===== src/rtl/gpio_mask_pkg.sv =====
package gpio_mask_pkg;
    localparam int unsigned PIN_W       = 8;
    localparam int unsigned ADDR_W      = 12;
    localparam int unsigned DATA_W      = 32;
    localparam int unsigned SYNC_STAGES = 2;
    localparam int unsigned MASK_LSB    = 2;
    localparam int unsigned MASK_MSB    = MASK_LSB + PIN_W - 1;

    localparam logic [ADDR_W-1:0] DIR_OFS  = 12'h400;
    localparam logic [ADDR_W-1:0] ID_OFS   = 12'hFE0;
    localparam logic [DATA_W-1:0] ID_VALUE = 32'h0004_1061;

    typedef enum logic [1:0] {
        ST_IDLE,
        ST_SETUP,
        ST_ACCESS
    } bus_state_e;
endpackage


===== src/rtl/gpio_in_sync.sv =====
module gpio_in_sync #(
    parameter int unsigned WIDTH  = 8,
    parameter int unsigned STAGES = 2
) (
    input  logic             clk,
    input  logic             rst_n,
    input  logic [WIDTH-1:0] async_in,
    output logic [WIDTH-1:0] sync_out
);
    logic [WIDTH-1:0] stage_q [STAGES];

    genvar s;
    generate
        for (s = 0; s < STAGES; s++) begin : g_stage
            if (s == 0) begin : g_first
                always_ff @(posedge clk or negedge rst_n) begin
                    if (!rst_n) stage_q[s] <= '0;
                    else        stage_q[s] <= async_in;
                end
            end else begin : g_next
                always_ff @(posedge clk or negedge rst_n) begin
                    if (!rst_n) stage_q[s] <= '0;
                    else        stage_q[s] <= stage_q[s-1];
                end
            end
        end
    endgenerate

    assign sync_out = stage_q[STAGES-1];
endmodule


===== src/rtl/gpio_bus_fsm.sv =====
module gpio_bus_fsm
    import gpio_mask_pkg::*;
(
    input  logic clk,
    input  logic rst_n,
    input  logic psel,
    input  logic penable,
    output logic access_stb
);
    bus_state_e state_q, state_d;

    always_ff @(posedge clk or negedge rst_n) begin
        if (!rst_n) state_q <= ST_IDLE;
        else        state_q <= state_d;
    end

    always_comb begin
        state_d = state_q;
        unique case (state_q)
            ST_IDLE:   state_d = (psel && !penable) ? ST_SETUP : ST_IDLE;
            ST_SETUP:  state_d = (psel && penable)  ? ST_ACCESS : ST_IDLE;
            ST_ACCESS: state_d = (psel && !penable) ? ST_SETUP : ST_IDLE;
            default:   state_d = ST_IDLE;
        endcase
    end

    always_comb begin
        access_stb = 1'b0;
        unique case (state_q)
            ST_SETUP: access_stb = psel && penable;
            default:  access_stb = 1'b0;
        endcase
    end
endmodule


===== src/rtl/gpio_pin_regs.sv =====
module gpio_pin_regs #(
    parameter int unsigned WIDTH = 8
) (
    input  logic             clk,
    input  logic             rst_n,
    input  logic             dir_we,
    input  logic             data_we,
    input  logic [WIDTH-1:0] wr_val,
    input  logic [WIDTH-1:0] wr_mask,
    output logic [WIDTH-1:0] dir_q,
    output logic [WIDTH-1:0] out_q
);
    always_ff @(posedge clk or negedge rst_n) begin
        if (!rst_n)      dir_q <= '0;
        else if (dir_we) dir_q <= wr_val;
    end

    genvar i;
    generate
        for (i = 0; i < WIDTH; i++) begin : g_pin
            always_ff @(posedge clk or negedge rst_n) begin
                if (!rst_n)
                    out_q[i] <= 1'b0;
                else if (data_we && wr_mask[i] && dir_q[i])
                    out_q[i] <= wr_val[i];
            end
        end
    endgenerate
endmodule


===== src/rtl/gpio_mask_port.sv =====
module gpio_mask_port
    import gpio_mask_pkg::*;
(
    input  logic              clk,
    input  logic              rst_n,
    input  logic              psel,
    input  logic              penable,
    input  logic              pwrite,
    input  logic [ADDR_W-1:0] paddr,
    input  logic [DATA_W-1:0] pwdata,
    output logic [DATA_W-1:0] prdata,
    input  logic [PIN_W-1:0]  gpio_in,
    output logic [PIN_W-1:0]  gpio_out,
    output logic [PIN_W-1:0]  gpio_oe
);
    logic             access_stb;
    logic             hit_data, hit_dir, hit_id;
    logic [PIN_W-1:0] mask;
    logic [PIN_W-1:0] in_sync;
    logic [PIN_W-1:0] dir_q, out_q;
    logic [PIN_W-1:0] pin_level;

    gpio_bus_fsm u_fsm (
        .clk        (clk),
        .rst_n      (rst_n),
        .psel       (psel),
        .penable    (penable),
        .access_stb (access_stb)
    );

    assign hit_data = (paddr[ADDR_W-1:MASK_MSB+1] == '0);
    assign hit_dir  = (paddr == DIR_OFS);
    assign hit_id   = (paddr == ID_OFS);
    assign mask     = paddr[MASK_MSB:MASK_LSB];

    gpio_pin_regs #(.WIDTH(PIN_W)) u_regs (
        .clk     (clk),
        .rst_n   (rst_n),
        .dir_we  (access_stb && pwrite && hit_dir),
        .data_we (access_stb && pwrite && hit_data),
        .wr_val  (pwdata[PIN_W-1:0]),
        .wr_mask (mask),
        .dir_q   (dir_q),
        .out_q   (out_q)
    );

    gpio_in_sync #(.WIDTH(PIN_W), .STAGES(SYNC_STAGES)) u_sync (
        .clk      (clk),
        .rst_n    (rst_n),
        .async_in (gpio_in),
        .sync_out (in_sync)
    );

    assign pin_level = (dir_q & out_q) | (~dir_q & in_sync);

    always_comb begin
        prdata = '0;
        if (access_stb && !pwrite) begin
            if (hit_data)     prdata[PIN_W-1:0] = pin_level & mask;
            else if (hit_dir) prdata[PIN_W-1:0] = dir_q;
            else if (hit_id)  prdata = ID_VALUE;
        end
    end

    assign gpio_out = out_q;
    assign gpio_oe  = dir_q;
endmodule


===== config.mk =====
export PLATFORM = sky130hd
export DESIGN_NAME = gpio_mask_port
export DESIGN_NICKNAME = d
export VERILOG_FILES = /design/src/rtl/gpio_mask_pkg.sv /design/src/rtl/gpio_in_sync.sv /design/src/rtl/gpio_bus_fsm.sv /design/src/rtl/gpio_pin_regs.sv /design/src/rtl/gpio_mask_port.sv
export SDC_FILE = /design/constraint.sdc
export NUM_CORES = 1
export LEC_CHECK = 0
export ABC_AREA = 1
export BUFFER_PORTS_ARGS = -buffer_cell sky130_fd_sc_hd__buf_4
export CORE_MARGIN = 2
export CORE_UTILIZATION = 44
export DETAILED_ROUTE_END_ITERATION = 6
export PLACE_DENSITY_LB_ADDON = 0.05
export SLEW_MARGIN = 20
export SYNTH_ARGS = -nofsm -noshare
export SYNTH_HDL_FRONTEND = slang
export SYNTH_HIERARCHICAL = 1
export SYNTH_SLANG_ARGS = --single-unit

===== constraint.sdc =====
create_clock -name clk -period 1.9 [get_ports clk]
set_input_delay 0.19 -clock clk [delete_from_list [all_inputs] [get_ports clk]]
set_output_delay 0.19 -clock clk [all_outputs]
set_load 0.01 [all_outputs]

==> run_results.csv <==
group,metric,value,unit
outcome,status,"finished clean",
timing,tns,0,ns
final_layout,final_cell_mix,"61 x buf_4, 43 x nand2_1, 34 x dfrtp_1, 26 x inv_1, 22 x conb_1",
final_layout,nets,333,
timing,min_period,1.77,ns
placed_design,dp_hpwl,2830,um
floorplan,ios,105,
drt,drc_errors,0,
global_route,grt-ovfl-total,0,
floorplan,die_y,68.3,um
timing,hold_viol,0,
timing,skew,0.00598,ns
final_layout,area_growth,27.0,%
timing,clock.fmax,0.564,GHz
clocking,post-cts-setup-buffer-count,0,
run,max_cap_viol_count,0,
synth,ys_seq_area_share,46.8,%
drt,avgViaCountPerCell,4.69,
global_route,grt_max_degree,35,
clocking,clk_latency,0.28,ns
drt,dr.pass1.iters,4,
timing,hold_slack,0.00902,ns
clocking,cts_sinks,34,
critical_path,rr_startpoint,"u_fsm/state_q[1]",
final_layout,final_cell_area,2310,um^2
floorplan,coreArea,4000,um^2
clocking,cts_tree,"done",
synth,synth_top_family_by_area,"simple AND/OR/NAND/NOR gates",
global_route,gr-usage-all-layers,17.0,%
clocking,cts_buffers,5,
synth,ys_ff_latch,34,
synth,synth_cell_type_count,19,
synth,synth_top_area_share,46.8,%
timing,rsz0062_at_grt,"false",
power_and_ir_drop,p_leak,1.17,nW
clocking,clockBufferDepth,2,
timing,period_share,93.3,%
critical_path,rr_endpoint,"u_regs/out_q[1]",
critical_path,path_class,"flip-flop to primary output",
synth,synth_area_leaders,"dfrtp_1 47%, buf_4 13%, nand2_1 9.1%, inv_1 5.6%, nand3_1 4.4%",
synth,synth_simple_gate_area_share,23.3,%
floorplan,die_x,68.3,um
placed_design,port_buffers,58,
drt,wl,3830,um
synth,yosysWarnings,6,
critical_path,end_kind,"primary output",
placed_design,place_area,2150,um^2
min_path,hold_end,"u_sync/stage_q[11]",
clocking,clk_pin_slew,0.07,ns
critical_path,crit_path_frequent_cell,"nor2_4",
critical_path,r2r_setup_slack,0.54,ns
critical_path,crit_required,1.71,ns
drt,dr.first_iter.drc_count,62,
power_and_ir_drop,power_density,649,nW/um^2
critical_path,path_cells,"inv_1 > nand2_1 > nor2_4 > nand2_2 > nor2_4 > a31oi_1 > a21oi_1 > buf_4",
critical_path,cp_slowest_stage_delay,0.36,ns
global_route,grt_pass1_vias,1280,
synth,syn_area_per_cell,8.42,um^2
critical_path,startpoint_type,"flip-flop",
final_layout,drive_gt1_share,29.6,%
critical_path,r2r_cells,9,
floorplan,start_util,45.5,%
clocking,cts_htree_levels,2,
drt,vias,1532,
synth,synthAdderAreaFrac,0,%
drt,postRouteAntennaNets,0,
synth,synth_area,1820,um^2
synth,synth-edff-count,0,
synth,synth_compound_area_share,9.01,%
critical_path,worstPathArrival,1.58,ns
timing,setup_violations,0,
min_path,hold_path.class,"primary input to flip-flop",
placed_design,place.gp.congestion,0.779,
synth,yosys.area_share.xor_xnor,0,%
drt,routedWlPerCell,11.7,um
global_route,grt_pass1_wl,5690,um
final_layout,n_antenna_cell,0,
global_route,antenna_found_initial,0,
floorplan,row_count,23,
critical_path,crit_path_max_fanout,7,
critical_path,cpMaxStageDelayCell,"dfrtp_1",
power_and_ir_drop,irDropWorstVdd,0.436,mV
synth,ys.flop_type,"dfrtp_1",
synth,yosysTopAreaCell,"dfrtp_1",
final_layout,final_common_cell,"buf_4",
min_path,hold_depth,1,
clocking,cts_root_buf,"clkbuf_8",
synth,synth.area.mux_share,0,%
floorplan,die-area,4660,um^2
timing,maxSlewViolCount,0,
final_layout,fin_util,57.8,%
min_path,min_from,"gpio_in[3]",
synth,async_flop_share,100,%
synth,synth_cells,216,
how the worst max path moves through the flow:
stage / endpoint / startpoint / slack [ns] / cells past startpoint
detailed placement: prdata[5] / u_fsm/state_q[1] / 0.30 / 8
finish: prdata[3] / u_fsm/state_q[1] / 0.13 / 8
CTS: prdata[5] / u_fsm/state_q[1] / 0.03 / 8
global route: prdata[4] / u_fsm/state_q[1] / 0.008 / 8
global placement: prdata[3] / u_fsm/state_q[1] / 0.31 / 8
floorplan: prdata[18] / u_fsm/state_q[1] / 0.30 / 6
cells by family (layout without fill, tap and decap cells):
group	Yosys count	after routing
buffers and inverters	61	101
other	1	22
DFF	34	34
AOI/OAI and AO/OA	31	31
and+or+nand+nor	89	89
registers in the layout (all words and copies together), names as in the netlist:
signal           flops
u_regs/dir_q         8
u_regs/out_q         8
u_sync/stage_q       8
u_sync/sync_out      8
u_fsm/state_q        2
cell usage after synthesis (2+ instances only):
cell type	number
buf_4	31
nand2_1	44
inv_1	27
o21ai_0	16
a31oi_1	7
buf_6	2
nand4_1	8
nor3_1	2
nand3_1	16
nor2_4	2
nand3_2	3
a21oi_1	8
dfrtp_1	34
nor2_2	3
nor2_1	9
layout make-up:
class / instances / area (um^2)
multi-input cells: 142 / 697
flip-flops and latches: 34 / 851
repair buffers: 66 / 508
fillers: 398 / 1690
clock inverters: 1 / 5.00
inverters: 27 / 101
clock buffers: 7 / 86.3
well taps: 50 / 62.6
power breakdown:
group / total [mW] / internal (mW) / switching, mW
logic: 0.188 / 0.0839 / 0.104
registers: 0.769 / 0.754 / 0.0144
clock network: 0.544 / 0.292 / 0.252
total: 1.50 / 1.13 / 0.370
critical path, delay by kind of cell (launching register included):
family / cells / cell delay (ns)
AOI/OAI and AO/OA: 2 / 0.22
DFF: 1 / 0.36
buffers and inverters: 2 / 0.20
and+or+nand+nor: 4 / 0.52
layer usage:
metal / share of wire [%] / GRT usage [%]
met1: 45 / 22.7
met4: 0.89 / 7.75
met5: 0 / 0
met2: 47 / 26.0
met3: 6.6 / 3.95
timing repair:
action,in CTS,in global routing
setup endpoints to repair,5,9
pin swaps,0,1
resized for setup,3,3
hold buffers,4,1
endpoints found under the hold margin,37,1
per-stage QoR:
stage                     total power [mW]  cells  setup slack [ns]
after floorplan                      0.893    237             0.299
after global placement               0.959    314             0.308
after detailed placement             0.961    314             0.300
after CTS                             1.52    326            0.0275
after global routing                  1.57    327           0.00807
final                                 1.50    327             0.128
Power figures use the tool's default switching activity.
